[config.mk]
export PLATFORM = sky130hd
export DESIGN_NAME = dual_chan_regif
export DESIGN_NICKNAME = d
export VERILOG_FILES = /design/src/rtl/regif_pkg.sv /design/src/rtl/regif_master.sv /design/src/rtl/regif_chan.sv /design/src/rtl/dual_chan_regif.sv
export SDC_FILE = /design/constraint.sdc
export NUM_CORES = 1
export LEC_CHECK = 0
export BUFFER_PORTS_ARGS = -buffer_cell sky130_fd_sc_hd__buf_4
export CORE_ASPECT_RATIO = 0.9
export CORE_MARGIN = 2
export CORE_UTILIZATION = 40
export DETAILED_ROUTE_END_ITERATION = 6
export PLACE_DENSITY = 0.7
export SYNTH_ARGS = -nofsm -noshare
export SYNTH_HDL_FRONTEND = slang
export SYNTH_SLANG_ARGS = --single-unit
[constraint.sdc]
create_clock -name clk -period 1.6 [get_ports clk]
set_input_delay 0.16 -clock clk [delete_from_list [all_inputs] [get_ports clk]]
set_output_delay 0.16 -clock clk [all_outputs]
set_load 0.02 [all_outputs]
[src/rtl/regif_pkg.sv]
package regif_pkg;
  localparam int NCH   = 2;
  localparam int DW    = 8;
  localparam int PTR_W = 4;
  localparam int NREG  = 1 << PTR_W;
  localparam int CSEL_W = (NCH > 1) ? $clog2(NCH) : 1;

  localparam logic [PTR_W-1:0] IDX_STAT   = PTR_W'(0);
  localparam logic [PTR_W-1:0] IDX_XFER   = PTR_W'(8);
  localparam logic [PTR_W-1:0] IDX_MASTER = PTR_W'(9);
  localparam logic [PTR_W-1:0] IDX_TC_LO  = PTR_W'(12);
  localparam logic [PTR_W-1:0] IDX_TC_HI  = PTR_W'(13);

  localparam int KEEP_W = DW - 2;

  typedef enum logic [1:0] {
    RST_NONE = 2'b00,
    RST_CHB  = 2'b01,
    RST_CHA  = 2'b10,
    RST_ALL  = 2'b11
  } rst_cmd_e;

  function automatic logic is_ptr_load(input logic [DW-1:0] b);
    return b[DW-1:PTR_W] == '0;
  endfunction

  function automatic rst_cmd_e rst_code(input logic [DW-1:0] b);
    return rst_cmd_e'(b[DW-1:DW-2]);
  endfunction

  function automatic logic [NCH-1:0] rst_targets(input logic [DW-1:0] b);
    case (rst_code(b))
      RST_ALL: return '1;
      RST_CHA: return NCH'(1);
      RST_CHB: return NCH'(2);
      default: return '0;
    endcase
  endfunction

  function automatic logic has_store(input int idx);
    return (idx != int'(IDX_STAT)) && (idx != int'(IDX_XFER)) && (idx != int'(IDX_MASTER));
  endfunction
endpackage

[src/rtl/regif_master.sv]
module regif_master
  import regif_pkg::*;
(
  input  logic           clk,
  input  logic           rst_n,
  input  logic [NCH-1:0] wr9,
  input  logic [DW-1:0]  wdata,
  output logic [DW-1:0]  master,
  output logic [NCH-1:0] clr
);
  logic any_wr;
  assign any_wr = |wr9;
  assign clr    = any_wr ? rst_targets(wdata) : '0;

  always_ff @(posedge clk or negedge rst_n) begin
    if (!rst_n)
      master <= '0;
    else if (any_wr)
      master <= (rst_code(wdata) == RST_ALL) ? '0 : {2'b00, wdata[KEEP_W-1:0]};
  end


  master_single_src_chk: assert property (@(posedge clk) disable iff (!rst_n)
    $onehot0(wr9));


  master_full_clear_chk: assert property (@(posedge clk) disable iff (!rst_n)
    (any_wr && rst_code(wdata) == RST_ALL) |=> (master == '0));
endmodule

[src/rtl/regif_chan.sv]
module regif_chan
  import regif_pkg::*;
(
  input  logic                     clk,
  input  logic                     rst_n,
  input  logic                     sel,
  input  logic                     we,
  input  logic                     dport,
  input  logic [DW-1:0]            wdata,
  input  logic                     clr,
  input  logic [DW-1:0]            status,
  input  logic [DW-1:0]            rx_byte,
  input  logic [DW-1:0]            master,
  output logic [PTR_W-1:0]         ptr,
  output logic [NREG-1:0][DW-1:0]  cfg,
  output logic                     tx_load,
  output logic                     rx_pop,
  output logic                     wr9_hit,
  output logic [DW-1:0]            rd_data
);
  logic ctl_acc, pointed, ptr_load, wr_hit;

  assign ctl_acc  = sel && !dport;
  assign pointed  = ctl_acc && (ptr != IDX_STAT);
  assign ptr_load = ctl_acc && we && (ptr == IDX_STAT) && is_ptr_load(wdata);
  assign wr_hit   = pointed && we;
  assign wr9_hit  = wr_hit && (ptr == IDX_MASTER);
  assign tx_load  = sel && we && (dport || ptr == IDX_XFER);
  assign rx_pop   = sel && !we && (dport || ptr == IDX_XFER);

  always_ff @(posedge clk or negedge rst_n) begin
    if (!rst_n)
      ptr <= '0;
    else if (clr)
      ptr <= '0;
    else if (ptr_load)
      ptr <= wdata[PTR_W-1:0];
    else if (pointed)
      ptr <= '0;
  end

  for (genvar i = 0; i < NREG; i++) begin : g_reg
    if (i == int'(IDX_MASTER)) begin : g_shared
      assign cfg[i] = master;
    end else if (!has_store(i)) begin : g_none
      assign cfg[i] = '0;
    end else begin : g_store
      logic [DW-1:0] q;
      always_ff @(posedge clk or negedge rst_n) begin
        if (!rst_n)
          q <= '0;
        else if (clr)
          q <= '0;
        else if (wr_hit && ptr == PTR_W'(i))
          q <= wdata;
      end
      assign cfg[i] = q;
    end
  end

  always_comb begin
    rd_data = '0;
    if (sel && !we) begin
      if (dport)
        rd_data = rx_byte;
      else
        case (ptr)
          IDX_STAT:  rd_data = status;
          IDX_XFER:  rd_data = rx_byte;
          IDX_TC_LO: rd_data = cfg[IDX_TC_LO];
          IDX_TC_HI: rd_data = cfg[IDX_TC_HI];
          default:   rd_data = '0;
        endcase
    end
  end


  ptr_return_chk: assert property (@(posedge clk) disable iff (!rst_n)
    pointed |=> (ptr == '0));


  cmd_no_load_chk: assert property (@(posedge clk) disable iff (!rst_n)
    (ctl_acc && we && ptr == '0 && wdata[DW-1:PTR_W] != '0) |=> (ptr == '0));


  status_read_hold_chk: assert property (@(posedge clk) disable iff (!rst_n)
    (ctl_acc && !we && ptr == '0) |=> (ptr == '0));


  data_keeps_ptr_chk: assert property (@(posedge clk) disable iff (!rst_n)
    (sel && dport && !clr) |=> (ptr == $past(ptr)));
endmodule

[src/rtl/dual_chan_regif.sv]
module dual_chan_regif
  import regif_pkg::*;
(
  input  logic                               clk,
  input  logic                               rst_n,
  input  logic                               cs,
  input  logic                               we,
  input  logic [CSEL_W-1:0]                  chan,
  input  logic                               dport,
  input  logic [DW-1:0]                      wdata,
  output logic [DW-1:0]                      rdata,
  input  logic [NCH-1:0][DW-1:0]             status_in,
  input  logic [NCH-1:0][DW-1:0]             rx_byte,
  output logic [NCH-1:0]                     tx_load,
  output logic [DW-1:0]                      tx_byte,
  output logic [NCH-1:0]                     rx_pop,
  output logic [NCH-1:0]                     chan_rst,
  output logic [NCH-1:0][NREG-1:0][DW-1:0]   chan_cfg
);
  logic [NCH-1:0]            wr9;
  logic [NCH-1:0][DW-1:0]    rd;
  logic [NCH-1:0][PTR_W-1:0] ptr_q;
  logic [DW-1:0]             master;

  assign tx_byte = wdata;

  regif_master u_master (
    .clk    (clk),
    .rst_n  (rst_n),
    .wr9    (wr9),
    .wdata  (wdata),
    .master (master),
    .clr    (chan_rst)
  );

  for (genvar c = 0; c < NCH; c++) begin : g_ch
    logic sel_c;
    assign sel_c = cs && (chan == CSEL_W'(c));

    regif_chan u_chan (
      .clk     (clk),
      .rst_n   (rst_n),
      .sel     (sel_c),
      .we      (we),
      .dport   (dport),
      .wdata   (wdata),
      .clr     (chan_rst[c]),
      .status  (status_in[c]),
      .rx_byte (rx_byte[c]),
      .master  (master),
      .ptr     (ptr_q[c]),
      .cfg     (chan_cfg[c]),
      .tx_load (tx_load[c]),
      .rx_pop  (rx_pop[c]),
      .wr9_hit (wr9[c]),
      .rd_data (rd[c])
    );


    rst_clears_ptr_chk: assert property (@(posedge clk) disable iff (!rst_n)
      chan_rst[c] |=> (ptr_q[c] == '0 && chan_cfg[c][IDX_TC_LO] == '0));
  end

  assign rdata = rd[chan];


  tx_single_chk: assert property (@(posedge clk) disable iff (!rst_n)
    $onehot0(tx_load));


  rx_single_chk: assert property (@(posedge clk) disable iff (!rst_n)
    $onehot0(rx_pop));
endmodule

==> metrics.txt <==
number of search-and-repair iterations in the first detailed-routing pass 6; R2R setup slack -0.66 ns; count of cells along the worst register-to-register path 13; reg-to-reg critical path startpoint g_ch[0].u_chan.ptr[2]; fraction of synthesis flops using an asynchronous set or reset pin 100%; die area 27700 µm²; final clock period utilization by the worst path 150%; final setup slack of the worst path -0.804 ns; Peak Freq around 420 MHz; Gate Count Post-Synth 967; TritonCTS clock tree done; portion of netlist area occupied by mux cells between 10% and 20%; Post-synth EDFFs 0; drt wl/cell 21.8 µm; sequential fraction of the synthesis area 52.7%; Synth Area per Inst ~11 µm²; via count of the first global-routing pass 9187; final core utilization 62.4%; initial standard-cell utilization of the core 40.6%; Synth Area in XOR/XNOR 0%; area after detailed placement 14000 µm²; Final Max Slew Viols 0; Synth Flop Type dfrtp_1; kind of critical path reg2out; synthesized-area fraction occupied by ao, oa, aoi and oai cells 5.47%; num rows 56; clock insertion delay at the later pin of the skew report around 0.53 ns; port bufs approximately 290; Core Box Area 26000 µm²; global-route wire length before repair roughly 56 mm; leading area contributor after synthesis dfrtp_1; ratio of cells with drive above 1 in the final layout 43.0%; count of maximum capacitance violations 0; Remaining DRCs 0; clock transition at the registers of the reported paths about 0.060 ns; area share of the largest cell type after synthesis around 53%; half-perimeter wire length after detailed placement 23.3 mm; TritonCTS buffer count 25; failing checks setup timing; Tot GR Track Use 26.4%; Crit Reg-Reg Endpoint g_ch[1].u_chan.g_reg[6].g_store.q[1]; CP startpoint kind register; TNS Setup -119.53 ns; power per cell area 816 nW/µm²; Max VDD drop 859 µV; Total Wirelength 37.5 mm; cell at the root of the clock tree clkbuf_16; CTS sink count 222; GR Overflow Total 0; adder and majority cell fraction of the synthesized area 0%; Leakage Power 0.00903 µW; Cell Area, Synth 10600 µm²; final weighted congestion in routability-driven placement about 0.91; data required time at the worst endpoint around 1.4 ns; x dimension of the die 175 µm; Area Growth Syn to Fin 53.9%; initial antenna violation count 0; Die Span Y roughly 160 µm; number of synthesized register bits between 200 and 250; post-synthesis simple-gate area fraction 14.4%; Hold WC Path Type in2async; total count of hold-check failures in the final report 0; number of warnings issued by yosys 0; vias per cell 5.26; run status finished with violations; maximum clock path buffer count 3; cell types occupying the most area after synthesis dfrtp_1 (53%), mux2i_1 (20%), nor2_1 (7.9%), buf_4 (4.3%), buf_2 (1.9%); Vias 9040; largest family of logic cells by synthesized area multiplexers; maximum level of the CTS H-tree 1; measured slew at the worst slew-check pin 0.547 ns; final setup violation count ~240; critical path peak fanout 5; IO Count 324; number of nets with antenna violations after detailed routing 0; number of different library cells in the post-synthesis netlist 45; number of design-rule violations left by the first detailed-router iteration 550; summed area of non-filler cells in the final layout 16200 µm²; pin count of the biggest net entering global routing 53; kind of end point of the critical path output pin; Arr. time, crit path 2.24 ns; worst rel slew slack 63.5%; total number of nets in the final design around 1400; clk_skew 0.0224 ns; antenna fix cells 0; clock period minus final worst setup slack 2.40 ns; RSZ-0062 raised after global routing yes
-- cells in the mapped netlist, types with 2 or more instances --
master and count:
nand4_2 7, and3_1 2, nand3_1 18, or2_2 3, clkbuf_1 36, a221oi_1 8, o21ai_0 6, buf_2 39
o32ai_1 8, a22oi_1 8, a21oi_1 16, nor2b_1 6, nor3_4 2, a22o_1 8, nand2_1 19, nor3_1 2
nor2_1 222, nor3b_1 2, or3b_2 10, a222oi_1 8, buf_6 2, buf_1 2, and2_1 3, and4b_1 3
mux2i_1 208, dfrtp_1 222, and4_1 6, nand4b_1 4, a21boi_1 2, nor4b_1 2, buf_4 60, a21o_1 10
-- cell families (layout without fill, tap and decap cells) --
family	Yosys count	after routing
and+or+nand+nor	319	319
DFF	222	222
muxes	208	208
buffers and inverters	140	507
AOI/OAI and AO/OA	77	79
other	1	36
-- cell type report --
cell class,instances,area (µm²)
Clock buffer,30,664
Fill cell,2028,9760
Tap cell,348,435
Sequential cell,222,5560
Multi-Input combinational cell,642,4800
Inverter,1,3.75
Clock inverter,11,163
Timing Repair Buffer,465,4610
-- cell usage in the layout (no fill, tap or decap), drive strengths merged, types with 2 or more instances in the layout --
master / count
a21boi: 2
a21o: 12
a21oi: 16
a221oi: 8
a222oi: 8
a22o: 8
a22oi: 8
and2: 3
and3: 2
and4: 6
and4b: 3
buf: 458
bufbuf: 3
bufinv: 4
clkbuf: 32
clkinv: 6
conb: 36
dfrtp: 222
dlygate4sd3: 2
inv: 2
mux2i: 208
nand2: 19
nand3: 19
nand4: 7
nand4b: 4
nor2: 222
nor2b: 6
nor3: 4
nor3b: 2
nor4b: 2
o21ai: 7
o32ai: 8
or2: 3
or3b: 10
-- worst max-delay path, stage by stage (launching register included) --
cell	delay, ns
dfrtp_2	0.41
buf_6	0.12
and2b_2	0.21
a21o_4	0.23
a222oi_1	0.35
buf_4	0.19
o32ai_4	0.07
buf_6	0.15
-- through the flow --
stage	setup slack, ns	std cells	power [µW]	hold slack [ns]
2_1_floorplan	-0.218	1002	6640	-0.136
3_3_place_gp	-0.432	1612	7290	0.115
3_5_place_dp	-0.547	1612	7310	0.125
4_1_cts	-0.865	1706	13300	0.116
5_1_grt	-0.880	1719	13700	0.138
6_report	-0.804	1719	13200	0.148
-- power by group --
group	internal, µW	switching [µW]
clock network	3580	2320
logic	635	941
registers	5700	62.6
total	9920	3330
-- worst max-delay path by stage --
stage,start,to,slack (ns),cells past startpoint
final,g_ch[1].u_chan.ptr[3],rdata[5],-0.80,7
after floorplan,g_ch[0].u_chan.ptr[0],rdata[6],-0.22,5
after CTS,g_ch[1].u_chan.ptr[3],rdata[5],-0.87,7
after global routing,g_ch[1].u_chan.ptr[3],rdata[3],-0.88,7
after global placement,g_ch[1].u_chan.ptr[0],rdata[5],-0.43,6
after detailed placement,g_ch[1].u_chan.ptr[0],rdata[5],-0.55,6
-- repair_timing --
action                                 in CTS  in global routing
endpoints found under the hold margin     223                  0
gates cloned                               19                  3
hold buffers                                2                  0
pin swaps                                  14                 17
buffers inserted                           32                 11
setup endpoints to repair                 236                236
gates resized for setup                    87                 30
-- state kept, by name, indices dropped and copies added, names as in the netlist --
name	flops
g_ch.u_chan.g.g_store.q	208
g_ch.u_chan.ptr	8
u_master.master	6
-- routing by layer --
metal | GRT usage (%) | routed length, µm | vias to the layer above
li1 | - | - | 4036
met1 | 35.0 | 16000 | 4571
met4 | 7.46 | 1030 | 0
met3 | 6.44 | 2840 | 64
met2 | 43.2 | 17700 | 369
met5 | 0 | 0 | -
Note: power is estimated with default switching activity, not from simulation.
